$ cat src/rtl/ppr_pkg.sv
package ppr_pkg;
  typedef enum logic [1:0] {
    SEL_A    = 2'b00,
    SEL_B    = 2'b01,
    SEL_C    = 2'b10,
    SEL_CTRL = 2'b11
  } sel_e;

  // direction flags: 1 = input, 0 = output
  typedef struct packed {
    logic a;
    logic cu;
    logic b;
    logic cl;
  } dir_t;

  localparam int CW_KIND_BIT = 7;
  localparam int CW_DIR_A    = 4;
  localparam int CW_DIR_CU   = 3;
  localparam int CW_DIR_B    = 1;
  localparam int CW_DIR_CL   = 0;
  localparam int CMD_VAL_BIT = 0;
  localparam int CMD_SEL_LO  = 1;

  localparam dir_t DIR_ALL_IN = '{a: 1'b1, cu: 1'b1, b: 1'b1, cl: 1'b1};
endpackage

$ cat src/rtl/ppr_bus_sync.sv
module ppr_bus_sync (
  input  logic clk,
  input  logic rst,
  input  logic cs_n,
  input  logic rd_n,
  input  logic wr_n,
  output logic wr_commit,
  output logic rd_active
);
  logic wr_n_q;

  always_ff @(posedge clk) begin
    if (rst) wr_n_q <= 1'b1;
    else     wr_n_q <= wr_n;
  end

  // rising edge of the write strobe seen with the chip selected
  assign wr_commit = ~cs_n & wr_n & ~wr_n_q;
  assign rd_active = ~cs_n & ~rd_n;
endmodule

$ cat src/rtl/ppr_regs.sv
module ppr_regs
  import ppr_pkg::*;
#(
  parameter int W = 8
) (
  input  logic         clk,
  input  logic         rst,
  input  logic         wr_commit,
  input  logic [1:0]   addr,
  input  logic [W-1:0] wdata,
  output dir_t         dir,
  output logic [W-1:0] pa_lat,
  output logic [W-1:0] pb_lat,
  output logic [W-1:0] pc_lat
);
  localparam int SW = $clog2(W);

  logic wr_a, wr_b, wr_c, wr_cfg, wr_cmd;
  logic [SW-1:0] cmd_sel;

  assign wr_a    = wr_commit && (addr == SEL_A);
  assign wr_b    = wr_commit && (addr == SEL_B);
  assign wr_c    = wr_commit && (addr == SEL_C);
  assign wr_cfg  = wr_commit && (addr == SEL_CTRL) &&  wdata[CW_KIND_BIT];
  assign wr_cmd  = wr_commit && (addr == SEL_CTRL) && !wdata[CW_KIND_BIT];
  assign cmd_sel = wdata[CMD_SEL_LO +: SW];

  always_ff @(posedge clk) begin
    if (rst) begin
      dir <= DIR_ALL_IN;
    end else if (wr_cfg) begin
      dir.a  <= wdata[CW_DIR_A];
      dir.cu <= wdata[CW_DIR_CU];
      dir.b  <= wdata[CW_DIR_B];
      dir.cl <= wdata[CW_DIR_CL];
    end
  end

  always_ff @(posedge clk) begin
    if (rst || wr_cfg) pa_lat <= '0;
    else if (wr_a)     pa_lat <= wdata;
  end

  always_ff @(posedge clk) begin
    if (rst || wr_cfg) pb_lat <= '0;
    else if (wr_b)     pb_lat <= wdata;
  end

  // port C is handled bit by bit so the bit command needs no read-modify-write
  for (genvar i = 0; i < W; i++) begin : g_pc_bit
    always_ff @(posedge clk) begin
      if (rst || wr_cfg)
        pc_lat[i] <= 1'b0;
      else if (wr_c)
        pc_lat[i] <= wdata[i];
      else if (wr_cmd && (cmd_sel == SW'(i)))
        pc_lat[i] <= wdata[CMD_VAL_BIT];
    end
  end
endmodule

$ cat src/rtl/ppr_rdmux.sv
module ppr_rdmux
  import ppr_pkg::*;
#(
  parameter int W = 8
) (
  input  logic         clk,
  input  logic         rst,
  input  logic         rd_active,
  input  logic [1:0]   addr,
  input  dir_t         dir,
  input  logic [W-1:0] pa_lat,
  input  logic [W-1:0] pb_lat,
  input  logic [W-1:0] pc_lat,
  input  logic [W-1:0] pa_in,
  input  logic [W-1:0] pb_in,
  input  logic [W-1:0] pc_in,
  output logic [W-1:0] rdata
);
  localparam int HW = W / 2;

  logic [W-1:0] a_view, b_view, c_view, sel_view;

  assign a_view = dir.a ? pa_in : pa_lat;
  assign b_view = dir.b ? pb_in : pb_lat;
  assign c_view = {dir.cu ? pc_in[W-1:HW] : pc_lat[W-1:HW],
                   dir.cl ? pc_in[HW-1:0] : pc_lat[HW-1:0]};

  always_comb begin
    unique case (sel_e'(addr))
      SEL_A:    sel_view = a_view;
      SEL_B:    sel_view = b_view;
      SEL_C:    sel_view = c_view;
      default:  sel_view = '0;
    endcase
  end

  always_ff @(posedge clk) begin
    if (rst)            rdata <= '0;
    else if (rd_active) rdata <= sel_view;
  end
endmodule

$ cat src/rtl/ppr_core.sv
module ppr_core
  import ppr_pkg::*;
#(
  parameter int W = 8
) (
  input  logic         clk,
  input  logic         rst,
  input  logic         cs_n,
  input  logic         rd_n,
  input  logic         wr_n,
  input  logic [1:0]   addr,
  input  logic [W-1:0] wdata,
  output logic [W-1:0] rdata,
  input  logic [W-1:0] pa_in,
  output logic [W-1:0] pa_out,
  output logic [W-1:0] pa_oe,
  input  logic [W-1:0] pb_in,
  output logic [W-1:0] pb_out,
  output logic [W-1:0] pb_oe,
  input  logic [W-1:0] pc_in,
  output logic [W-1:0] pc_out,
  output logic [W-1:0] pc_oe
);
  localparam int HW = W / 2;

  logic wr_commit, rd_active;
  dir_t dir;
  logic [W-1:0] pa_lat, pb_lat, pc_lat;

  ppr_bus_sync u_sync (
    .clk(clk), .rst(rst), .cs_n(cs_n), .rd_n(rd_n), .wr_n(wr_n),
    .wr_commit(wr_commit), .rd_active(rd_active)
  );

  ppr_regs #(.W(W)) u_regs (
    .clk(clk), .rst(rst), .wr_commit(wr_commit), .addr(addr), .wdata(wdata),
    .dir(dir), .pa_lat(pa_lat), .pb_lat(pb_lat), .pc_lat(pc_lat)
  );

  ppr_rdmux #(.W(W)) u_rd (
    .clk(clk), .rst(rst), .rd_active(rd_active), .addr(addr), .dir(dir),
    .pa_lat(pa_lat), .pb_lat(pb_lat), .pc_lat(pc_lat),
    .pa_in(pa_in), .pb_in(pb_in), .pc_in(pc_in), .rdata(rdata)
  );

  assign pa_out = pa_lat;
  assign pb_out = pb_lat;
  assign pc_out = pc_lat;
  assign pa_oe  = {W{~dir.a}};
  assign pb_oe  = {W{~dir.b}};
  assign pc_oe  = {{HW{~dir.cu}}, {HW{~dir.cl}}};
endmodule

$ cat config.mk
export PLATFORM = sky130hd
export DESIGN_NAME = ppr_core
export DESIGN_NICKNAME = d
export VERILOG_FILES = /design/src/rtl/ppr_pkg.sv /design/src/rtl/ppr_bus_sync.sv /design/src/rtl/ppr_regs.sv /design/src/rtl/ppr_rdmux.sv /design/src/rtl/ppr_core.sv
export SDC_FILE = /design/constraint.sdc
export NUM_CORES = 1
export LEC_CHECK = 0
export BUFFER_PORTS_ARGS = -buffer_cell sky130_fd_sc_hd__buf_2
export CAP_MARGIN = 10
export CORE_MARGIN = 5
export CORE_UTILIZATION = 48
export DETAILED_ROUTE_END_ITERATION = 8
export PLACE_DENSITY_LB_ADDON = 0.12
export SLEW_MARGIN = 20
export SYNTH_ARGS = -nofsm -noshare
export SYNTH_HDL_FRONTEND = slang
export SYNTH_SLANG_ARGS = --single-unit
$ cat constraint.sdc
create_clock -name clk -period 1.7 [get_ports clk]
set_input_delay 0.085 -clock clk [delete_from_list [all_inputs] [get_ports clk]]
set_output_delay 0.085 -clock clk [all_outputs]
set_load 0.02 [all_outputs]
# --- After elaboration in Yosys (flattened, before gate mapping) ---
# Cells that the tools add are included.
# W data, S select, Z words.
op_classes:
  n_eq_ne: 10
  mux: 21
  n_bitwise: 10
  n_reduce_logical: 26
op_table:
  columns: ["cell", "n"]
  rows:
  - ["$pmux W8 S3", 1]
  - ["$mux W1", 16]
  - ["$mux W8", 2]
  - ["$reduce_bool A2 Y1", 8]
  - ["$logic_and A1 B1 Y1", 14]
  - ["$eq A3 B3 Y1 const B", 4]
  - ["$mux W4", 2]
  - ["$not A1 Y1", 7]
  - ["$eq A3 B2 Y1 const B", 2]
  - ["$eq A2 B2 Y1 const B", 2]
  - ["$and A1 B1 Y1", 3]
  - ["$eq A3 B1 Y1 const B", 1]
  - ["$logic_not A3 Y1", 1]
  - ["$eq A2 B1 Y1 const B", 1]
  - ["$logic_not A2 Y1", 1]
  - ["$logic_not A1 Y1", 1]
  - ["$logic_or A1 B1 Y1", 1]
totals:
  reg_bits: 37

# --- Depth between registers and ports, before layout ---
# Gate-level depths: netlist (run 1).
depth:
  ltp_word: 8
  ltp_mapped: 7
  ltp_nobuf: 4

# --- Modules after synthesis ---
# From an unflattened synthesis (run 1), not the netlist that was laid out.
unflattened:
  cells_unflattened: 246
  area_unflattened_um2: 2244.7
by_module_without_submodules:
  columns: ["mod", "instances", "cells_each", "area_each_um2", "seq_area_each_um2"]
  rows:
  - ["ppr_regs", 1, 133, 1262.5, 560.5]
  - ["ppr_rdmux", 1, 85, 774.5, 160.2]
  - ["ppr_core", 1, 24, 165.2, 0.0]
  - ["ppr_bus_sync", 1, 4, 42.5, 20.0]

# --- Least setup slack after synthesis (run 1) ---
# No wires, ideal clock.
synth_timing:
  path_kind: "register -> register"
  startpoint: "reg u_sync.wr_n_q"
  endpoint: "reg u_regs.pc_lat[5]"
  arrival_time_ns: 1.421
  t_required_ns: 1.577
  path_slack_ns: 0.156
  path_stages_with_launch: 8
  synth_period_minus_slack_ns: 1.544
  path_cell_list: "dfxtp_1 > or3b_1 > buf_6 > or2_1 > buf_6 > buf_6 > nor2_1 > a211oi_2"
synth_between:
  elab_chain_cells: 6
  word_cells_on_any_way: 10
  classes_between: "mux: 1; bitwise: 2; reduce/logical: 7"
synth_rtl:
  columns: ["item", "line", "text"]
  rows:
  - ["start: declaration", "ppr_bus_sync.sv:10", "logic wr_n_q;"]
  - ["start signal: assignment", "ppr_bus_sync.sv:14", "else wr_n_q <= wr_n;"]
  - ["$not A1 Y1 *", "ppr_bus_sync.sv:18", "assign wr_commit = ~cs_n & wr_n & ~wr_n_q;"]
  - ["$and A1 B1 Y1 *", "ppr_bus_sync.sv:18", null]
  - ["$logic_and A1 B1 Y1", "ppr_regs.sv:24, ppr_regs.sv:25", null]
  - ["$logic_and A1 B1 Y1", "ppr_regs.sv:25", "assign wr_cmd = wr_commit && (addr == SEL_CTRL) && !wdata[CW_KIND_BIT];"]
  - ["$logic_and A1 B1 Y1", "ppr_regs.sv:56", "else if (wr_cmd && (cmd_sel == SW'(i)))"]
  - ["$reduce_bool A2 Y1 (no line)", null, null]
  - ["end signal: indexed assignment", "ppr_regs.sv:55", "pc_lat[i] <= wdata[i];"]
  - ["end signal: indexed assignment", "ppr_regs.sv:57", "pc_lat[i] <= wdata[CMD_VAL_BIT];"]
  - ["end: declaration", "ppr_regs.sv:14", "output logic [W-1:0] pc_lat"]
# Mark *: on every way between the ends. The rest lies on a longest branch, timed or not.
# A chain may end at the register's enable or synchronous reset.

# --- Final worst setup path (run 1) ---
# Same ends and word-level chain as after synthesis.

==> results of run 1 <==
## cells in the mapped netlist, types with 4 or more instances
library cell  count
buf_4            20
buf_6             7
clkbuf_1          9
inv_1             5
a211oi_1         16
o211ai_1          4
nor2_1           17
mux2i_1          38
nand2_1           4
o221a_2           8
o21ai_0           9
a211oi_2          6
nor2_2            8
nor2b_1           8
dfxtp_1          37
nand3_1          10
## final cells by class
class,count,area [um2]
fill,401,1750
multi-input combinational,148,1130
sequential,37,741
timing repair buffer,107,593
clock buffer,7,86.3
tap,52,65.1
inverter,5,18.8
## report_power, final
part	leakage, nW	total [W]	switching [W]	internal (W)
logic	1.06	0.000263	0.000152	0.000110
registers	0.300	0.000899	0.0000121	0.000887
clock network	0.0443	0.000619	0.000298	0.000321
total	1.41	0.00178	0.000462	0.00132
## metrics by stage
| stage | power [W] | instance area, um2 | instances |
|---|---|---|---|
| 6_report | 0.00178 | 2640 | 356 |
| 5_1_grt | 0.00187 | 2640 | 356 |
| 4_1_cts | 0.00180 | 2640 | 356 |
| 3_5_place_dp | 0.00118 | 2550 | 349 |
| 3_3_place_gp | 0.00118 | 2550 | 349 |
| 2_1_floorplan | 0.00108 | 2190 | 229 |
## registers in the layout, summed over array words and instances, names as in the netlist
register,flops
u_regs.dir,4
u_sync.wr_n_q,1
u_regs.pc_lat,8
u_regs.pa_lat,8
u_regs.pb_lat,8
u_rd.rdata,8
## cell families after synthesis
family          count (synthesis)  synth area share
simple gates                   63             0.163
mux                            38             0.174
buf+inv                        44             0.143
compound gates                 47             0.181
flops                          37             0.338
## per-layer routing
| layer | global-route usage | wire [um] | up-vias |
|---|---|---|---|
| li1 | - | - | 965 |
| met1 | 0.262 | 2590 | 858 |
| met2 | 0.290 | 2680 | 70 |
| met3 | 0.0579 | 463 | 5 |
| met4 | 0.0361 | 45 | 0 |
| met5 | 0 | 0 | - |
## critical path, delay by kind of cell (launching register included)
kind,cells,cell delay (ns)
DFF,1,0.32
AOI/OAI and AO/OA,1,0.06
and+or+nand+nor,3,1.08
## how the worst max path moves through the flow
stage	startpoint	to	slack, ns	cells after the start
after floorplan	u_sync.wr_n_q$_SDFF_PP1_	u_regs.pc_lat[5]$_SDFFE_PP0P_	0.16	7
after global placement	u_sync.wr_n_q$_SDFF_PP1_	u_regs.pc_lat[1]$_SDFFE_PP0P_	0.17	4
after detailed placement	u_sync.wr_n_q$_SDFF_PP1_	u_regs.pc_lat[5]$_SDFFE_PP0P_	0.13	4
after CTS	u_sync.wr_n_q$_SDFF_PP1_	u_regs.pc_lat[5]$_SDFFE_PP0P_	0.12	4
after global routing	u_sync.wr_n_q$_SDFF_PP1_	u_regs.pc_lat[6]$_SDFFE_PP0P_	0.02	4
final	u_sync.wr_n_q$_SDFF_PP1_	u_regs.pc_lat[5]$_SDFFE_PP0P_	0.11	4
==> results_tabular.tex, run 1 <==
\begin{tabular}{lr}
\hline
Metric & Value \\
\hline
\multicolumn{2}{l}{\textbf{Layout}} \\
Most common cell after layout, fill and taps aside & buf\_2 \\
Final-stage net count & 343 \\
Share of layout cells above drive strength 1 & 0.457 \\
Final antenna diode count & 0 \\
Top library cells by usage in the layout, fill and taps aside & buf\_2 (94), mux2i\_1 (38), dfxtp\_1 (37), nor2\_1 (17), a211oi\_1 (16) \\
Area growth from synthesis to layout & 20.5\% \\
Final core utilization & 0.602 \\
\multicolumn{2}{l}{\textbf{Route}} \\
Final routed wire length divided by cell count & roughly 16 um \\
Number of DRC markers in iteration 0 & 91 \\
Total Routed Length & 5790 um \\
Drc violations & 0 \\
Count of antenna-violating nets left after detailed routing & 0 \\
Average via count per standard cell & around 5.3 \\
Number of iterations in the first detailed-routing pass & 4 \\
Routed vias & between 1500 and 2000 \\
\multicolumn{2}{l}{\textbf{Synthesis}} \\
Area share of the leading cell type in the synthesized netlist & 0.338 \\
Main synth FF type & dfxtp\_1 \\
Cell area after technology mapping & between 0.002 and 0.0025 mm2 \\
Number of nets produced by synthesis & around 270 \\
Unique cell type count in the Yosys netlist & 34 \\
Synthesis Warnings & 0 \\
Synth area leader & dfxtp\_1 \\
Leading cell types by total area after synthesis & dfxtp\_1 (34\%), mux2i\_1 (17\%), buf\_4 (6.9\%) \\
Post-synthesis cell count & approximately 230 \\
Syn avg cell area & roughly 9.6 um2 \\
Sequential cell area fraction in the yosys report & 0.338 \\
Number of synthesized flops with an enable pin & 0 \\
Share of flip-flops with an asynchronous set or reset & 0 \\
Seq cells post-synth & 37 \\
\multicolumn{2}{l}{\textbf{Clocking}} \\
TritonCTS buffer count & 5 \\
Count of buffers added by post-CTS timing repair for setup & 0 \\
CTS Sinks & 37 \\
Clock Latency Late Sink & $\sim$0.29 ns \\
CTS H-Tree Depth & 2 \\
Clock input transition at the sequential cells of the worst setup and hold paths & 0.07 ns \\
Number of hold buffers added after cts & 0 \\
Clock Tree Buf Depth & 2 \\
Root Driver & clkbuf\_8 \\
Resize count post-CTS & 0 \\
TritonCTS clock tree & built \\
\multicolumn{2}{l}{\textbf{Setup path}} \\
Slowest cell on the critical path & or2\_1 \\
Delay contributed by the slowest stage of the critical path & 0.48 ns \\
CP arrival & 1.74 ns \\
Kind of start point of the critical path & flip-flop \\
Max FO, Critical Path & 14 \\
Capturing point of the worst reg2reg path & u\_regs.pc\_lat[5]\$\_SDFFE\_PP0P\_ \\
CP cell instances & or3b\_1 -> or2\_1 -> nor2\_1 -> a211oi\_2 \\
Cell count of the worst reg-to-reg path & 4 \\
Critical register-to-register path startpoint & u\_sync.wr\_n\_q\$\_SDFF\_PP1\_ \\
Data required, critical path & between 1.5 and 2 ns \\
Worst setup EP type & flip-flop \\
Worst setup slack for register-to-register paths & 0.11 ns \\
Type of the worst setup path & flip-flop to flip-flop \\
\multicolumn{2}{l}{\textbf{Timing}} \\
\# setup viols final & 0 \\
Worst-case hold slack & 0.0180 ns \\
Maximum clock rate & 628 MHz \\
RSZ-0062 raised after global routing & false \\
Sum of negative setup slack & 0 ns \\
Number of max-slew violations in the final report & 0 \\
Final critical-path share of the clock period & 0.936 \\
Worst clock skew on the final layout & roughly 0.006 ns \\
Final worst setup slack & 0.108 ns \\
Slew at the pin with the worst max-slew slack & $\sim$0.6 ns \\
Final hold violations & 0 \\
Clock period minus worst slack & approximately 1.6 ns \\
Relative slew margins & 0.591 \\
\multicolumn{2}{l}{\textbf{Min path}} \\
Sink of the worst hold path & u\_sync.wr\_n\_q\$\_SDFF\_PP1\_ \\
Hold Startpoint & rst \\
Worst hold path cell count & 2 \\
Hold Crit Class & input port to flip-flop \\
\multicolumn{2}{l}{\textbf{Floorplan}} \\
Die width & a little under 80 um \\
Initial standard-cell utilization of the core & 0.499 \\
Die footprint & approximately 0.0060 mm2 \\
Total number of placement rows & 24 \\
Vertical die dimension & 77.5 um \\
Boundary pin count & 95 \\
Area of the core & 0.00438 mm2 \\
\multicolumn{2}{l}{\textbf{Power and ir drop}} \\
Worst VDD drop & 0.417 mV \\
Leakage & around 1.4 nW \\
Pwr/cell area & between 600 and 700 mW/mm2 \\
\multicolumn{2}{l}{\textbf{Placement}} \\
HPWL after detailed placement & 4490 um \\
Final weighted congestion in routability-driven placement & around 0.81 \\
Placement-stage worst setup slack & 0.133 ns \\
Number of port buffers & 94 \\
\multicolumn{2}{l}{\textbf{Global route}} \\
Via count of the first global-routing pass & approximately 1800 \\
Pin count of the biggest net entering global routing & 25 \\
Overflow left after global routing & 0 \\
Tot GR Track Use & 0.188 \\
Global-route wire length before repair & about 9000 um \\
Number of antenna violations at the first check in global routing & 0 \\
\multicolumn{2}{l}{\textbf{Run}} \\
Number of maximum-capacitance violations & 0 \\
\multicolumn{2}{l}{\textbf{Run status}} \\
Outcome & finished, final reports clean \\
\hline
\end{tabular}
No activity file was read; power rests on OpenSTA's default activity.
==> run 2: changes to the inputs <==
RECOVER_POWER = 25   (was not set)
SLEW_MARGIN = not set   (was 20)
==> results_tabular.tex, run 2 (synthesized netlist as in run 1, its figures left out) <==
\begin{tabular}{lr}
\hline
Metric & Value \\
\hline
\multicolumn{2}{l}{\textbf{Global route}} \\
Fraction of met3 tracks used by global routing & 0.0579 \\
Layer with the highest usage & met2 \\
Number of antenna violations at the first check in global routing & 0 \\
Global-route met2 utilization & 0.290 \\
Global routing met1 resource utilization & 0.262 \\
Global-route wire length before repair & between 9000 and 10000 um \\
Tot GR Track Use & 0.188 \\
Pin count of the biggest net entering global routing & 25 \\
Via count of the first global-routing pass & 1778 \\
Overflow left after global routing & 0 \\
\multicolumn{2}{l}{\textbf{Route}} \\
Routed vias & between 1500 and 2000 \\
Drc violations & 0 \\
Final routed wire length divided by cell count & roughly 16 um \\
Number of DRC markers in iteration 0 & $\sim$100 \\
Number of iterations in the first detailed-routing pass & 4 \\
Total Routed Length & slightly below 6000 um \\
Average via count per standard cell & 5.35 \\
Count of antenna-violating nets left after detailed routing & 0 \\
\multicolumn{2}{l}{\textbf{Clocking}} \\
Clock input transition at the sequential cells of the worst setup and hold paths & 0.07 ns \\
Root Driver & clkbuf\_8 \\
Number of hold buffers added after cts & 0 \\
Count of buffers added by post-CTS timing repair for setup & 0 \\
TritonCTS buffer count & 5 \\
CTS H-Tree Depth & 2 \\
Resize count post-CTS & 0 \\
CTS Sinks & 37 \\
Clock Latency Late Sink & 0.29 ns \\
Clock Tree Buf Depth & 2 \\
TritonCTS clock tree & built \\
\multicolumn{2}{l}{\textbf{Setup path}} \\
Type of the worst setup path & flip-flop to flip-flop \\
CP arrival & 1.74 ns \\
Data required, critical path & 1.85 ns \\
Kind of start point of the critical path & flip-flop \\
Max FO, Critical Path & 14 \\
Worst setup EP type & flip-flop \\
\multicolumn{2}{l}{\textbf{Floorplan}} \\
Area of the core & between 0.004 and 0.005 mm2 \\
Die footprint & 0.00601 mm2 \\
Initial standard-cell utilization of the core & 0.499 \\
Total number of placement rows & 24 \\
Boundary pin count & between 90 and 100 \\
Vertical die dimension & $\sim$78 um \\
Die width & 77.5 um \\
\multicolumn{2}{l}{\textbf{Power and ir drop}} \\
Cell-internal power & 0.00131 W \\
Sequential share of power & 0.506 \\
Pwr/cell area & between 600 and 700 mW/mm2 \\
Switch Pwr & between 0.0004 and 0.0005 W \\
Worst VDD drop & $\sim$0.41 mV \\
Share of power burned in the clock network & 0.349 \\
Switching portion of total power & 0.261 \\
Combinational group share of total power & 0.146 \\
Leakage & 1.31 nW \\
\multicolumn{2}{l}{\textbf{Run status}} \\
Outcome & finished, final reports clean \\
\multicolumn{2}{l}{\textbf{Layout}} \\
Share of layout cells above drive strength 1 & 0.382 \\
Top library cells by usage in the layout, fill and taps aside & buf\_2 (71), mux2i\_1 (38), dfxtp\_1 (37), clkbuf\_1 (24), nor2\_1 (17) \\
Final-stage net count & $\sim$340 \\
Area growth from synthesis to layout & 19.2\% \\
Fillers & slightly above 400 \\
Post-route standard cell area excluding fillers & 0.00261 mm2 \\
Area of combinational cells with multiple inputs & 0.00113 mm2 \\
Sequential cell area in the final layout & between 700 and 800 um2 \\
Final antenna diode count & 0 \\
Most common cell after layout, fill and taps aside & buf\_2 \\
\multicolumn{2}{l}{\textbf{Timing}} \\
Number of max-slew violations in the final report & 0 \\
Final hold violations & 0 \\
Relative slew margins & 0.594 \\
RSZ-0062 raised after global routing & false \\
Slew at the pin with the worst max-slew slack & about 0.61 ns \\
Worst-case hold slack & between 0.015 and 0.02 ns \\
\# setup viols final & 0 \\
Final critical-path share of the clock period & 0.937 \\
Maximum clock rate & approximately 630 MHz \\
Sum of negative setup slack & 0 ns \\
Worst clock skew on the final layout & about 0.0042 ns \\
Clock period minus worst slack & $\sim$1.6 ns \\
\multicolumn{2}{l}{\textbf{Run}} \\
Number of maximum-capacitance violations & 0 \\
\multicolumn{2}{l}{\textbf{Placement}} \\
HPWL after detailed placement & 4490 um \\
Final weighted congestion in routability-driven placement & 0.809 \\
Cell Area, Placed & roughly 0.0026 mm2 \\
Number of port buffers & 94 \\
\multicolumn{2}{l}{\textbf{Min path}} \\
Hold Crit Class & input port to flip-flop \\
\hline
\end{tabular}
## run 2: cell count changes in the layout (fill, tap and decap cells not counted), sizes merged
cell	previous run	this run
buf	107	84
clkbuf	7	30
## run 2: cell type report
type / instances / area share
Clock buffer: 7 / 0.0331
Inverter: 5 / 0.00719
Multi-Input combinational cell: 148 / 0.435
Sequential cell: 37 / 0.284
Tap cell: 52 / 0.0249
Timing Repair Buffer: 107 / 0.216
## run 2: power by group through the flow
| stage | combinational, W | sequential (W) | clock, W |
|---|---|---|---|
| after floorplan | 0.000141 | 0.000939 | 0 |
| after global placement | 0.000262 | 0.000919 | 0 |
| after detailed placement | 0.000264 | 0.000919 | 0 |
| after CTS | 0.000265 | 0.000899 | 0.000634 |
| after global routing | 0.000280 | 0.000901 | 0.000688 |
| final | 0.000259 | 0.000900 | 0.000620 |
## run 2: final timing paths
check | from | endpoint | slack, ns | cells after the start
worst max-delay path | u_sync.wr_n_q$_SDFF_PP1_ | u_regs.pc_lat[5]$_SDFFE_PP0P_ | 0.11 | 4
worst min register to register | u_regs.pc_lat[0]$_SDFFE_PP0P_ | u_regs.pc_lat[0]$_SDFFE_PP0P_ | 0.50 | 2
worst max register to register | u_sync.wr_n_q$_SDFF_PP1_ | u_regs.pc_lat[5]$_SDFFE_PP0P_ | 0.11 | 4
worst min-delay path | rst | u_sync.wr_n_q$_SDFF_PP1_ | 0.02 | 2
## run 2: per-stage QoR
step | cells | worst slack [ns] | utilization | total power, W
after floorplan | 229 | 0.156 | - | 0.00108
after global placement | 349 | 0.172 | 0.582 | 0.00118
after detailed placement | 349 | 0.133 | 0.582 | 0.00118
after CTS | 356 | 0.118 | 0.602 | 0.00180
after global routing | 356 | 0.0206 | 0.595 | 0.00187
final | 356 | 0.108 | 0.595 | 0.00178
## run 2: critical path: stages, from the launching register on
cell and delay, ns:
dfxtp_1 0.32, or3b_1 0.38, or2_1 0.47, nor2_1 0.22, a211oi_2 0.06
## run 2: layer usage
metal	part of all wire	vias to the layer above
li1	-	966
met1	0.45	876
met2	0.46	59
met3	0.073	5
met4	0.0077	0
met5	0	-
==> run 3: changes to the inputs <==
REMOVE_ABC_BUFFERS = 1   (was not set)
==> results_tabular.tex, run 3 (synthesized netlist as in run 1, its figures left out) <==
\begin{tabular}{lr}
\hline
Metric & Value \\
\hline
\multicolumn{2}{l}{\textbf{Setup path}} \\
Max FO, Critical Path & 14 \\
CP arrival & 1.72 ns \\
Kind of start point of the critical path & flip-flop \\
Data required, critical path & $\sim$1.9 ns \\
Worst setup EP type & flip-flop \\
Worst setup slack for register-to-register paths & between 0.1 and 0.15 ns \\
Type of the worst setup path & flip-flop to flip-flop \\
\multicolumn{2}{l}{\textbf{Route}} \\
Total Routed Length & 5730 um \\
Number of iterations in the first detailed-routing pass & 4 \\
Count of antenna-violating nets left after detailed routing & 0 \\
Final routed wire length divided by cell count & between 15 and 20 um \\
Drc violations & 0 \\
Number of DRC markers in iteration 0 & a little over 90 \\
Routed vias & 1917 \\
Average via count per standard cell & between 5 and 6 \\
\multicolumn{2}{l}{\textbf{Timing}} \\
Maximum clock rate & approximately 640 MHz \\
Relative slew margins & 0.620 \\
Worst-case hold slack & 0.0770 ns \\
RSZ-0062 raised after global routing & false \\
Slew at the pin with the worst max-slew slack & around 0.57 ns \\
Final worst setup slack & around 0.15 ns \\
Final critical-path share of the clock period & 0.913 \\
Clock period minus worst slack & about 1.6 ns \\
Worst clock skew on the final layout & about 0.006 ns \\
Number of max-slew violations in the final report & 0 \\
Final hold violations & 0 \\
\# setup viols final & 0 \\
\multicolumn{2}{l}{\textbf{Global route}} \\
Global-route wire length before repair & a little over 9000 um \\
Tot GR Track Use & 0.187 \\
Via count of the first global-routing pass & between 1500 and 2000 \\
Number of antenna violations at the first check in global routing & 0 \\
Overflow left after global routing & 0 \\
Pin count of the biggest net entering global routing & 25 \\
\multicolumn{2}{l}{\textbf{Clocking}} \\
CTS Sinks & 37 \\
CTS H-Tree Depth & 2 \\
Clock Tree Buf Depth & 2 \\
TritonCTS clock tree & built \\
Resize count post-CTS & 0 \\
Clock Latency Late Sink & roughly 0.30 ns \\
TritonCTS buffer count & 5 \\
Root Driver & clkbuf\_8 \\
Clock input transition at the sequential cells of the worst setup and hold paths & $\sim$0.070 ns \\
\multicolumn{2}{l}{\textbf{Floorplan}} \\
Initial standard-cell utilization of the core & 0.499 \\
Die footprint & 0.00601 mm2 \\
Vertical die dimension & 77.5 um \\
Boundary pin count & between 90 and 100 \\
Total number of placement rows & 24 \\
Area of the core & between 0.004 and 0.005 mm2 \\
Die width & roughly 78 um \\
\multicolumn{2}{l}{\textbf{Layout}} \\
Fillers & 425 \\
Area growth from synthesis to layout & 21.0\% \\
Final standard cell count with taps included and fillers excluded & approximately 360 \\
Share of layout cells above drive strength 1 & 0.382 \\
Final antenna diode count & 0 \\
Most common cell after layout, fill and taps aside & buf\_2 \\
Final-stage net count & 344 \\
Top library cells by usage in the layout, fill and taps aside & buf\_2 (71), mux2i\_1 (38), dfxtp\_1 (37), clkbuf\_1 (23), nor2\_1 (17) \\
Post-route standard cell area excluding fillers & $\sim$0.0027 mm2 \\
Final core utilization & 0.604 \\
\multicolumn{2}{l}{\textbf{Placement}} \\
Post-Place Cells & 348 \\
Cell Area, Placed & 0.00256 mm2 \\
Placement-stage worst setup slack & 0.177 ns \\
HPWL after detailed placement & $\sim$4300 um \\
Number of port buffers & 94 \\
Final weighted congestion in routability-driven placement & roughly 0.8 \\
\multicolumn{2}{l}{\textbf{Run}} \\
Number of maximum-capacitance violations & 0 \\
\multicolumn{2}{l}{\textbf{Run status}} \\
Outcome & finished, final reports clean \\
\multicolumn{2}{l}{\textbf{Power and ir drop}} \\
Leakage & around 1.3 nW \\
Pwr/cell area & approximately 700 mW/mm2 \\
Worst VDD drop & around 0.43 mV \\
\multicolumn{2}{l}{\textbf{Min path}} \\
Hold Crit Class & input port to flip-flop \\
\hline
\end{tabular}
[run 3: cell types whose count changed in the layout (fill, tap and decap cells not counted), sizes merged]
cell,delta
buf,-1
dlygate4sd3,+2
clkinv,+1
[run 3: routing by layer]
layer / track usage / vias up / wire length (um)
li1: - / 955 / -
met1: 0.240 / 877 / 2650
met2: 0.303 / 76 / 2560
met3: 0.0544 / 9 / 440
met4: 0.0567 / 0 / 76
met5: 0 / - / 0
[run 3: cell type report]
class	instances	area (um2)	share of cell area
clock buffers	7	96.3	0.0364
clock inverters	1	5.00	0.00189
inverters	5	18.8	0.00708
multi-input cells	148	1130	0.428
flip-flops and latches	37	741	0.280
well taps	52	65.1	0.0246
repair buffers	108	589	0.222
[run 3: final timing paths]
kind | to | from | cells after the start
worst max register to register | u_regs.pc_lat[2]$_SDFFE_PP0P_ | u_sync.wr_n_q$_SDFF_PP1_ | 4
worst max-delay path | u_regs.pc_lat[2]$_SDFFE_PP0P_ | u_sync.wr_n_q$_SDFF_PP1_ | 4
worst min-delay path | u_regs.dir[3]$_SDFFE_PP1P_ | wdata[4] | 3
worst min register to register | u_regs.pc_lat[0]$_SDFFE_PP0P_ | u_regs.pc_lat[0]$_SDFFE_PP0P_ | 2
[run 3: report_power, final]
part / total (W) / internal (W) / leakage (nW) / switching, W
combinational: 0.000261 / 0.000109 / 0.975 / 0.000152
sequential: 0.000899 / 0.000886 / 0.300 / 0.0000122
clock: 0.000689 / 0.000366 / 0.0542 / 0.000323
[run 3: repair_timing]
action | 4_1_cts | 5_1_grt
setup buffers | 0 | 0
hold buffers | 1 | 1
endpoints found under the hold margin | 1 | 1
[run 3: metrics by stage]
step           power, W  TNS [ns]
2_1_floorplan   0.00104    -0.148
3_3_place_gp    0.00118         0
3_5_place_dp    0.00118         0
4_1_cts         0.00186         0
5_1_grt         0.00193         0
6_report        0.00185         0
[run 3: critical path: stages (launching register included)]
cell,delay [ns]
dfxtp_1,0.32
or3b_1,0.35
or2_1,0.45
nor2_1,0.23
a211oi_2,0.06
